===== config.mk =====
export PLATFORM = sky130hd
export DESIGN_NAME = adc_conv_sequencer
export DESIGN_NICKNAME = d
export VERILOG_FILES = /design/src/rtl/adc_seq_pkg.sv /design/src/rtl/adc_seq_len.sv /design/src/rtl/adc_seq_evt.sv /design/src/rtl/adc_seq_fsm.sv /design/src/rtl/adc_conv_sequencer.sv
export SDC_FILE = /design/constraint.sdc
export NUM_CORES = 1
export LEC_CHECK = 0
export ABC_CLOCK_PERIOD_IN_PS = 3000
export BUFFER_PORTS_ARGS = -buffer_cell sky130_fd_sc_hd__buf_4
export CAP_MARGIN = 20
export CORE_MARGIN = 2
export CORE_UTILIZATION = 50
export CTS_CLUSTER_DIAMETER = 100
export CTS_CLUSTER_SIZE = 8
export DETAILED_ROUTE_END_ITERATION = 8
export PLACE_DENSITY_LB_ADDON = 0.3
export SLEW_MARGIN = 10
export SYNTH_ARGS = -nofsm -noshare
export SYNTH_HDL_FRONTEND = slang
export SYNTH_HIERARCHICAL = 1
export SYNTH_SLANG_ARGS = --single-unit

===== constraint.sdc =====
create_clock -name clk -period 3 [get_ports clk]
set_input_delay 0.6 -clock clk [delete_from_list [all_inputs] [get_ports clk]]
set_output_delay 0.6 -clock clk [all_outputs]
set_load 0.01 [all_outputs]

===== src/rtl/adc_seq_pkg.sv =====
package adc_seq_pkg;
   typedef enum logic [2:0] {
      PH_IDLE = 3'd0,
      PH_RESP = 3'd1,
      PH_STAB = 3'd2,
      PH_CONV = 3'd3,
      PH_WAIT = 3'd4
   } phase_e;
endpackage


===== src/rtl/adc_seq_len.sv =====
module adc_seq_len #(
   parameter int SPD_W      = 3,
   parameter int CNT_W      = 8,
   parameter int CONV_UNIT  = 26,
   parameter int STAB_STEP  = 13,
   parameter int STAB_CAP   = 50,
   parameter int WAIT_EXTRA = 1
) (
   input  logic [SPD_W-1:0] code_new,
   input  logic [SPD_W-1:0] code_cur,
   output logic [CNT_W-1:0] stab_new,
   output logic [CNT_W-1:0] conv_cur,
   output logic [CNT_W-1:0] wait_cur
);
   localparam int CODES = 2 ** SPD_W;

   logic [CNT_W-1:0] stab_tab [CODES];
   logic [CNT_W-1:0] conv_tab [CODES];
   logic [CNT_W-1:0] wait_tab [CODES];

   for (genvar g = 0; g < CODES; g++) begin : g_code
      localparam int CONV_L   = CONV_UNIT * (g + 1);
      localparam int STAB_RAW = STAB_STEP * (g + 1);
      if (STAB_CAP > 0 && STAB_RAW > STAB_CAP) begin : g_cap
         assign stab_tab[g] = CNT_W'(STAB_CAP);
      end else begin : g_lin
         assign stab_tab[g] = CNT_W'(STAB_RAW);
      end
      assign conv_tab[g] = CNT_W'(CONV_L);
      assign wait_tab[g] = CNT_W'(CONV_L + WAIT_EXTRA);
   end

   assign stab_new = stab_tab[code_new];
   assign conv_cur = conv_tab[code_cur];
   assign wait_cur = wait_tab[code_cur];
endmodule


===== src/rtl/adc_seq_evt.sv =====
module adc_seq_evt (
   input  logic clk,
   input  logic rst_n,
   input  logic en,
   input  logic trig_sw,
   input  logic trig_ext,
   input  logic trig_tmr,
   input  logic reg_wr,
   output logic trig_any,
   output logic evt_any,
   output logic en_rise
);
   logic en_q;

   always_ff @(posedge clk) begin
      if (!rst_n) en_q <= 1'b0;
      else        en_q <= en;
   end

   assign trig_any = trig_sw | trig_ext | trig_tmr;
   assign evt_any  = trig_any | reg_wr;
   assign en_rise  = en & ~en_q;
endmodule


===== src/rtl/adc_seq_fsm.sv =====
module adc_seq_fsm
   import adc_seq_pkg::*;
#(
   parameter int SPD_W      = 3,
   parameter int CNT_W      = 8,
   parameter int RESP_LEN   = 3,
   parameter int STAB_REINS = 64
) (
   input  logic             clk,
   input  logic             rst_n,
   input  logic             en,
   input  logic             en_rise,
   input  logic             trig_any,
   input  logic             evt_any,
   input  logic [SPD_W-1:0] spd,
   input  logic [CNT_W-1:0] stab_new,
   input  logic [CNT_W-1:0] conv_cur,
   input  logic [CNT_W-1:0] wait_cur,
   output phase_e           ph,
   output logic [SPD_W-1:0] spd_q,
   output logic             irq
);
   localparam logic [CNT_W-1:0] ONE      = CNT_W'(1);
   localparam logic [CNT_W-1:0] RESP_M1  = CNT_W'(RESP_LEN - 1);
   localparam logic [CNT_W-1:0] REINS_M1 = CNT_W'(STAB_REINS - 1);

   logic [CNT_W-1:0] cnt;
   logic             cnt_zero;

   assign cnt_zero = (cnt == '0);

   always_ff @(posedge clk) begin
      if (!rst_n) begin
         ph    <= PH_IDLE;
         cnt   <= '0;
         spd_q <= '0;
         irq   <= 1'b0;
      end else begin
         irq <= 1'b0;
         if (!en) begin
            ph  <= PH_IDLE;
            cnt <= '0;
         end else begin
            case (ph)
               PH_IDLE: begin
                  if (en_rise) begin
                     ph    <= PH_STAB;
                     cnt   <= stab_new - ONE;
                     spd_q <= spd;
                  end else if (trig_any) begin
                     ph    <= PH_RESP;
                     cnt   <= RESP_M1;
                     spd_q <= spd;
                  end
               end
               PH_STAB: begin
                  if (cnt_zero) begin
                     if (evt_any) begin
                        cnt <= REINS_M1;
                     end else begin
                        ph  <= PH_CONV;
                        cnt <= conv_cur - ONE;
                     end
                  end else begin
                     cnt <= cnt - ONE;
                  end
               end
               PH_RESP, PH_CONV, PH_WAIT: begin
                  if (evt_any) begin
                     ph    <= PH_RESP;
                     cnt   <= RESP_M1;
                     spd_q <= spd;
                  end else if (cnt_zero) begin
                     if (ph == PH_RESP) begin
                        ph  <= PH_CONV;
                        cnt <= conv_cur - ONE;
                     end else if (ph == PH_CONV) begin
                        ph  <= PH_WAIT;
                        cnt <= wait_cur - ONE;
                     end else begin
                        ph  <= PH_IDLE;
                        irq <= 1'b1;
                     end
                  end else begin
                     cnt <= cnt - ONE;
                  end
               end
               default: begin
                  ph  <= PH_IDLE;
                  cnt <= '0;
               end
            endcase
         end
      end
   end


   irq_pulse_chk: assert property (@(posedge clk) disable iff (!rst_n)
      irq |=> !irq);


   irq_after_wait_chk: assert property (@(posedge clk) disable iff (!rst_n)
      irq |-> ($past(ph) == PH_WAIT && ph == PH_IDLE));


   en_off_chk: assert property (@(posedge clk) disable iff (!rst_n)
      !en |=> (ph == PH_IDLE && !irq));


   reinsert_chk: assert property (@(posedge clk) disable iff (!rst_n)
      (en && ph == PH_STAB && cnt_zero && evt_any) |=> (ph == PH_STAB && cnt == REINS_M1));


   idle_start_chk: assert property (@(posedge clk) disable iff (!rst_n)
      (en && ph == PH_IDLE && !en_rise && trig_any) |=> (ph == PH_RESP));


   spd_hold_chk: assert property (@(posedge clk) disable iff (!rst_n)
      (ph != PH_IDLE && $past(ph) != PH_IDLE && $past(en) && !$past(evt_any)) |-> $stable(spd_q));
endmodule


===== src/rtl/adc_conv_sequencer.sv =====
module adc_conv_sequencer
   import adc_seq_pkg::*;
#(
   parameter int SPD_W      = 3,
   parameter int CONV_UNIT  = 26,
   parameter int STAB_STEP  = 13,
   parameter int STAB_CAP   = 50,
   parameter int WAIT_EXTRA = 1,
   parameter int RESP_LEN   = 3,
   parameter int STAB_REINS = 64
) (
   input  logic             clk,
   input  logic             rst_n,
   input  logic             en_i,
   input  logic [SPD_W-1:0] spd_i,
   input  logic             trig_sw_i,
   input  logic             trig_ext_i,
   input  logic             trig_tmr_i,
   input  logic             reg_wr_i,
   output logic [2:0]       phase_o,
   output logic             ana_en_o,
   output logic             busy_o,
   output logic             irq_o
);
   localparam int MAX_CONV = CONV_UNIT * (2 ** SPD_W) + WAIT_EXTRA;
   localparam int MAX_STAB = (STAB_CAP > 0) ? STAB_CAP : STAB_STEP * (2 ** SPD_W);
   localparam int MAX_A    = (MAX_CONV > MAX_STAB) ? MAX_CONV : MAX_STAB;
   localparam int MAX_B    = (STAB_REINS > RESP_LEN) ? STAB_REINS : RESP_LEN;
   localparam int MAX_LEN  = (MAX_A > MAX_B) ? MAX_A : MAX_B;
   localparam int CNT_W    = $clog2(MAX_LEN + 1);

   if (SPD_W < 1 || SPD_W > 6) begin : g_bad_spd
      $error("SPD_W out of range");
   end
   if (RESP_LEN < 1 || STAB_REINS < 1 || CONV_UNIT < 1 || STAB_STEP < 1) begin : g_bad_len
      $error("phase lengths must be positive");
   end
   if (WAIT_EXTRA < 0) begin : g_bad_wait
      $error("WAIT_EXTRA must not be negative");
   end

   logic             trig_any, evt_any, en_rise, irq;
   logic [SPD_W-1:0] spd_q;
   logic [CNT_W-1:0] stab_new, conv_cur, wait_cur;
   phase_e           ph;

   adc_seq_evt u_evt (
      .clk      (clk),
      .rst_n    (rst_n),
      .en       (en_i),
      .trig_sw  (trig_sw_i),
      .trig_ext (trig_ext_i),
      .trig_tmr (trig_tmr_i),
      .reg_wr   (reg_wr_i),
      .trig_any (trig_any),
      .evt_any  (evt_any),
      .en_rise  (en_rise)
   );

   adc_seq_len #(
      .SPD_W      (SPD_W),
      .CNT_W      (CNT_W),
      .CONV_UNIT  (CONV_UNIT),
      .STAB_STEP  (STAB_STEP),
      .STAB_CAP   (STAB_CAP),
      .WAIT_EXTRA (WAIT_EXTRA)
   ) u_len (
      .code_new (spd_i),
      .code_cur (spd_q),
      .stab_new (stab_new),
      .conv_cur (conv_cur),
      .wait_cur (wait_cur)
   );

   adc_seq_fsm #(
      .SPD_W      (SPD_W),
      .CNT_W      (CNT_W),
      .RESP_LEN   (RESP_LEN),
      .STAB_REINS (STAB_REINS)
   ) u_fsm (
      .clk      (clk),
      .rst_n    (rst_n),
      .en       (en_i),
      .en_rise  (en_rise),
      .trig_any (trig_any),
      .evt_any  (evt_any),
      .spd      (spd_i),
      .stab_new (stab_new),
      .conv_cur (conv_cur),
      .wait_cur (wait_cur),
      .ph       (ph),
      .spd_q    (spd_q),
      .irq      (irq)
   );

   assign phase_o  = ph;
   assign ana_en_o = (ph == PH_CONV);
   assign busy_o   = (ph != PH_IDLE);
   assign irq_o    = irq;


   ana_entry_chk: assert property (@(posedge clk) disable iff (!rst_n)
      $rose(ana_en_o) |-> ($past(ph) == PH_RESP || $past(ph) == PH_STAB));


   busy_irq_chk: assert property (@(posedge clk) disable iff (!rst_n)
      irq_o |-> ($past(busy_o) && !busy_o));
endmodule


[Word-level counts from Yosys, hierarchy flattened]
Memory sizes are Yosys's and may differ from the RTL's.
Cells that the tools add are included.
Widths: inputs -> output; s select.
Storage, ports and cells
  flip-flop bits (word level): 16
  latch bits: 0
  memory bits (writable): 0
  bits in read-only memories: 192
  bits of input ports: 10
  logic and storage cells: 74
  memories kept: 3
Operators by class
  add/subtract/negate cells: 4
  multiply operators: 0
  div/mod/pow operators: 0
  magnitude comparators: 2
  equal/unequal tests: 10
  shifts and indexed selects: 0
  multiplexer cells: 29
  bitwise gates (word level): 11
  reductions and logical operators: 10
Memory list
  (name not given): words 8, bits a word 8, rd ports 1, clocked after Yosys merged registers in 0, write ports 0, line adc_seq_len.sv:33  | assign stab_new = stab_tab[code_new];
  (name not given): words 8, bits a word 8, rd ports 1, clocked after Yosys merged registers in 0, write ports 0, line adc_seq_len.sv:34  | assign conv_cur = conv_tab[code_cur];
  (name not given): words 8, bits a word 8, rd ports 1, clocked after Yosys merged registers in 0, write ports 0, line adc_seq_len.sv:35  | assign wait_cur = wait_tab[code_cur];
Operator list (count)
  $mux 8: 14
  $mux 3: 11
  $sub 8x1->8 const B: 4
  $pmux 8 s3: 1
  $pmux 3 s3: 1
  $ge 4x4->1 const B: 2
  $logic_not 8->1: 1
  $not 3->4: 2
  $reduce_and 4->1: 2
  $eq 3x2->1 const B: 2
  $pmux 3 s2: 1
  $reduce_or 6->1: 1
  $ne 5x5->1 const B: 1
  $not 1->1: 5
  $ne 2x2->1 const B: 2
  $reduce_and 2->1: 2
  $eq 3x1->1 const B: 1
  $eq 3x3->1 const B: 1
  $logic_not 3->1: 1
  $ne 3x2->1 const B: 1
  $ne 3x3->1 const B: 1
  $or 1x1->1: 3
  $reduce_bool 3->1: 1
  $reduce_or 3->1: 1
  other kinds (4): 4

[Longest topological paths before layout]
  depth after elaboration: 10
  gate-level depth with buffers: 10

[Hierarchy]
The synthesis kept the hierarchy.
Modules (own cells, without submodules)
  adc_seq_fsm: times used 1, cells each 214, area each 1664.1 um2
  adc_seq_len: times used 1, cells each 34, area each 235.2 um2
  adc_seq_evt: times used 1, cells each 5, area each 47.5 um2
  adc_conv_sequencer: times used 1, cells each 2, area each 16.3 um2

[Worst setup path after synthesis]
Ideal clock, no wire load.
  path type: input-to-reg
  start: input port trig_ext_i
  end: register u_fsm.cnt[6]
  arrival time: 2.256 ns
  required time: 2.868 ns
  setup slack: 0.612 ns
  stages: 6
  path buffers: 0
  cells stage by stage: or4_1 or4b_1 nor3_2 nor2_1 o21ai_0 a31oi_1
Between the ends
  word-level cells in the longest chain between the ends: 6
  elaborated cells on any way between the ends: 10
Ends and longest elaborated chain
  from (decl): line adc_conv_sequencer.sv:17  | input logic trig_ext_i,
  $or 1x1->1 (*) (2 in a row): line adc_seq_evt.sv:20  | assign trig_any = trig_sw | trig_ext | trig_tmr;
  $or 1x1->1: line adc_seq_evt.sv:21  | assign evt_any = trig_any | reg_wr;
  $mux 8: line adc_seq_fsm.sv:58  | if (evt_any) begin
  $mux 8: line adc_seq_fsm.sv:57  | if (cnt_zero) begin
  $pmux 8 s3: line adc_seq_fsm.sv:44  | case (ph)
  to (signal assigned): line adc_seq_fsm.sv:48  | cnt <= stab_new - ONE;
  to (signal assigned): line adc_seq_fsm.sv:62  | cnt <= conv_cur - ONE;
  to (signal assigned): line adc_seq_fsm.sv:65  | cnt <= cnt - ONE;
  to (decl): line adc_seq_fsm.sv:27  | logic [CNT_W-1:0] cnt;
Every way passes the cells marked *; elsewhere a longest branch is shown, timed or not.
A chain may end at the register's enable or synchronous reset.

[Worst setup path after layout]
  start: register u_fsm.spd_q[0]
  end: register u_fsm.cnt[7]
Between the ends
  elaborated cells on any way between the ends: 16
RTL lines
  from (decl): line adc_seq_fsm.sv:20  | output logic [SPD_W-1:0] spd_q,
  from (signal assigned): line adc_seq_fsm.sv:49  | spd_q <= spd;
  from (signal assigned): line adc_seq_fsm.sv:53  | spd_q <= spd;
  from (signal assigned): line adc_seq_fsm.sv:72  | spd_q <= spd;
  $not 3->4 (not written as such) (*): line adc_seq_len.sv:34
  $mem_v2 8x8 (*)
  $mux 8 (not written as such) (*) (2 in a row): line adc_seq_len.sv:34
  net conv_cur[1]: line adc_conv_sequencer.sv:44  | logic [CNT_W-1:0] stab_new, conv_cur, wait_cur;
  $sub 8x1->8 (*): line adc_seq_fsm.sv:62, adc_seq_fsm.sv:76
  $mux 8: line adc_seq_fsm.sv:74  | if (ph == PH_RESP) begin
  $mux 8: line adc_seq_fsm.sv:73  | end else if (cnt_zero) begin
  $mux 8: line adc_seq_fsm.sv:69  | if (evt_any) begin
  $pmux 8 s3 (*): line adc_seq_fsm.sv:44
  to (signal assigned): line adc_seq_fsm.sv:48
  to (signal assigned): line adc_seq_fsm.sv:76  | cnt <= conv_cur - ONE;
  to (signal assigned): line adc_seq_fsm.sv:79  | cnt <= wait_cur - ONE;
The timed path passes the listed nets; every way through them passes the cells marked *. The select of a mux whose other input is x is not followed.

==> results.py <==
metrics = {
    "status": {
        "status": "finished clean",
    },
    "detailed_routing": {
        "firstDrtPassIters": 4,
        "vias": 1899,
        "drc": 0,
        "ant_nets": 0,
        "finalWirelength_um": 4830,
        "drt-wirelength-per-cell_um": 15.6,
        "viasPerCell": 6.15,
        "drtIter0Drc": 134,
    },
    "synthesis": {
        "syn_inst": 255,
        "ys_async_sr_fraction_pct": 0,
        "synth_edf_count": 0,
        "yosysWarnings": 6,
        "synth.avg_cell_area_um2": 7.70,
        "yosys.area.top_type": "dfxtp_1",
        "ys_seq_elements": 16,
        "synthFlopType": "dfxtp_1",
        "ys_types": 63,
        "netlist.area_leader.share_pct": 16.3,
        "ys_top_cells_by_count": "o21ai_0, dfxtp_1, inv_1",
        "seq_area_frac_synth_pct": 16.3,
        "yosysMostFrequentCell": "o21ai_0",
        "ys_top_cells_by_area": "dfxtp_1, ha_1, buf_4, o21ai_0, mux2i_1",
        "synth_area_um2": 1960,
    },
    "layout": {
        "diodes": 0,
        "syn2layout_area_growth_pct": 6.50,
        "final_area_um2": 2090,
        "nFillCells": 356,
        "fin_util_pct": 56.3,
        "num-nets-final": 282,
        "layout.cells.non_filler": 309,
        "drive_above_1_share_pct": 16.5,
    },
    "worst_setup_path": {
        "endpoint_kind": "flip-flop",
        "reg2reg_from": "u_fsm/spd_q[0]",
        "crit_path_max_incr_delay_ps": 480,
        "worstReg2RegEnd": "u_fsm/cnt[7]",
        "cp-start-kind": "flip-flop",
        "arrival_ps": 2730,
        "crit_type": "reg -> reg",
        "worst-path-max-fanout": 13,
        "worstPathCellList": "inv_1 -> ha_1 -> or3_1 -> or3_1 -> a32oi_1 -> nor3_1 -> o211ai_1",
        "worstPathRequired_ps": 3170,
        "slowest_stage": "ha_1",
        "crit_top_cell": "or3_1",
        "reg2reg_depth": 7,
        "regToRegSetupSlack_ps": 440,
    },
    "cts": {
        "clk_pin_slew_worst_paths_ps": 60,
        "cts_hold_buf": 0,
        "clk_latency_ps": 250,
        "clock-root-buffer": "clkbuf_8",
        "clkSinkCount": 16,
        "htree_levels": 1,
        "cts.path.max_buffers": 2,
        "ctsResizeCount": 0,
        "cts_tree": "built",
        "numCtsBuffers": 3,
        "postCtsSetupBuffers": 0,
    },
    "placed_design": {
        "place_area_um2": 2050,
        "dp_cells": 306,
        "dp_hpwl_um": 3820,
        "portBuffers": 15,
        "gp_congestion": 0.878,
        "pre_cts_slack_ps": 298,
    },
    "floorplan": {
        "chipHeight_um": 66.7,
        "dieArea_um2": 4440,
        "ioPinCount": 16,
        "die_w_um": 66.7,
        "fp.coreArea_um2": 3720,
        "initial_core_util_pct": 52.8,
        "core.rowCount": 22,
    },
    "power_and_ir_drop": {
        "leakagePower_nw": 0.775,
        "p_per_area_nw_per_um2": 348,
        "peakVddDrop_mv": 0.281,
        "power_mw": 0.727,
    },
    "timing": {
        "setup_tns_ps": 0,
        "report.final.slew_viol_count": 0,
        "fin_ws_ps": 436,
        "maxSlewHeadroom_pct": 42.6,
        "hold_ws_ps": 515,
        "clock_skew_ps": 3.81,
        "fin_crit_sh_pct": 85.5,
        "max_freq_ghz": 0.390,
        "rsz0062_at_grt": "no",
        "setup_viol": 0,
        "worstMarginPinSlew_ps": 852,
        "fin_crit_ps": 2560,
        "final_hold_viol_count": 0,
    },
    "global_route": {
        "grt_usage_pct": 23.6,
        "grt_max_degree": 18,
        "grt-ovfl-total": 0,
        "grt_pass1_wl_um": 8090,
        "antenna_found_initial": 0,
        "grt_pass1_vias": 1708,
    },
    "min_path": {
        "hold_start": "u_fsm/cnt[3]",
        "holdPathStages": 2,
        "hold_end": "u_fsm/cnt[3]",
        "hp-class": "reg -> reg",
    },
    "flow_run": {
        "drv_cap": 0,
    },
}
-- critical path, delay by kind of cell, from the launching register on --
kind,cells,cell delay [ps]
AND/OR/NAND/NOR,3,960
AO/OA/AOI/OAI,2,380
buffers and inverters,1,230
adder cells (fa/ha/maj),1,480
flip-flops,1,430
-- worst max path at each step --
stage,from,end,slack (ps)
finish,u_fsm/spd_q[0],u_fsm/cnt[7],440
detailed placement,spd_i[2],u_fsm/cnt[7],300
CTS,u_fsm/spd_q[0],u_fsm/cnt[7],420
global route,u_fsm/spd_q[0],u_fsm/cnt[7],220
global placement,spd_i[2],u_fsm/cnt[7],380
floorplan,trig_ext_i,u_fsm/cnt[6],610
-- power by group --
| group | internal [mW] | switching, mW | leakage, nW |
|---|---|---|---|
| combinational | 0.134 | 0.183 | 0.622 |
| clock | 0.0890 | 0.0708 | 0.0216 |
| sequential | 0.227 | 0.0226 | 0.131 |
-- registers in the layout, indices dropped and copies added (netlist names) --
name,cells
u_fsm/cnt,8
u_fsm/spd_q,3
u_fsm/ph,3
u_evt/en_q,1
u_fsm/irq,1
-- cell families (layout without fill, tap and decap cells) --
kind of cell | Yosys count | count (layout) | synth area share, %
other cells | 2 | 4 | 0.383
compound gates | 66 | 66 | 23.0
simple gates | 104 | 104 | 33.7
xor+xnor | 12 | 12 | 5.35
mux | 10 | 10 | 5.16
buf+inv | 36 | 40 | 10.3
flops | 16 | 16 | 16.3
fa+ha+maj | 9 | 9 | 5.74
-- cell type report --
cell class / count / area (um2) / share of cell area, %
flip-flops and latches: 16 / 320 / 15.3
repair buffers: 22 / 165 / 7.90
inverters: 15 / 56.3 / 2.69
clock buffers: 3 / 41.3 / 1.97
well taps: 48 / 60.1 / 2.87
multi-input cells: 205 / 1450 / 69.2
-- per-layer routing --
| layer | GRT usage, % | share of wire, % |
|---|---|---|
| met2 | 40.6 | 47 |
| met4 | 4.59 | 1.6 |
| met5 | 0 | 0 |
| met3 | 3.38 | 7.7 |
| met1 | 31.4 | 44 |
-- layout by cell type (no fill, tap or decap), types with 7 or more instances in the layout --
cell type | synthesis | routed
o21ai_0 | 19 | 19
nor2b_1 | 9 | 9
a21oi_1 | 9 | 9
or3_1 | 12 | 12
nor3_1 | 7 | 7
dfxtp_1 | 16 | 16
nor2_1 | 10 | 10
mux2i_1 | 9 | 9
ha_1 | 9 | 9
buf_4 | 13 | 22
nand2_1 | 12 | 12
inv_1 | 15 | 15
nor3b_1 | 7 | 7
xnor2_1 | 9 | 9
(Power assumes the default switching activity.)
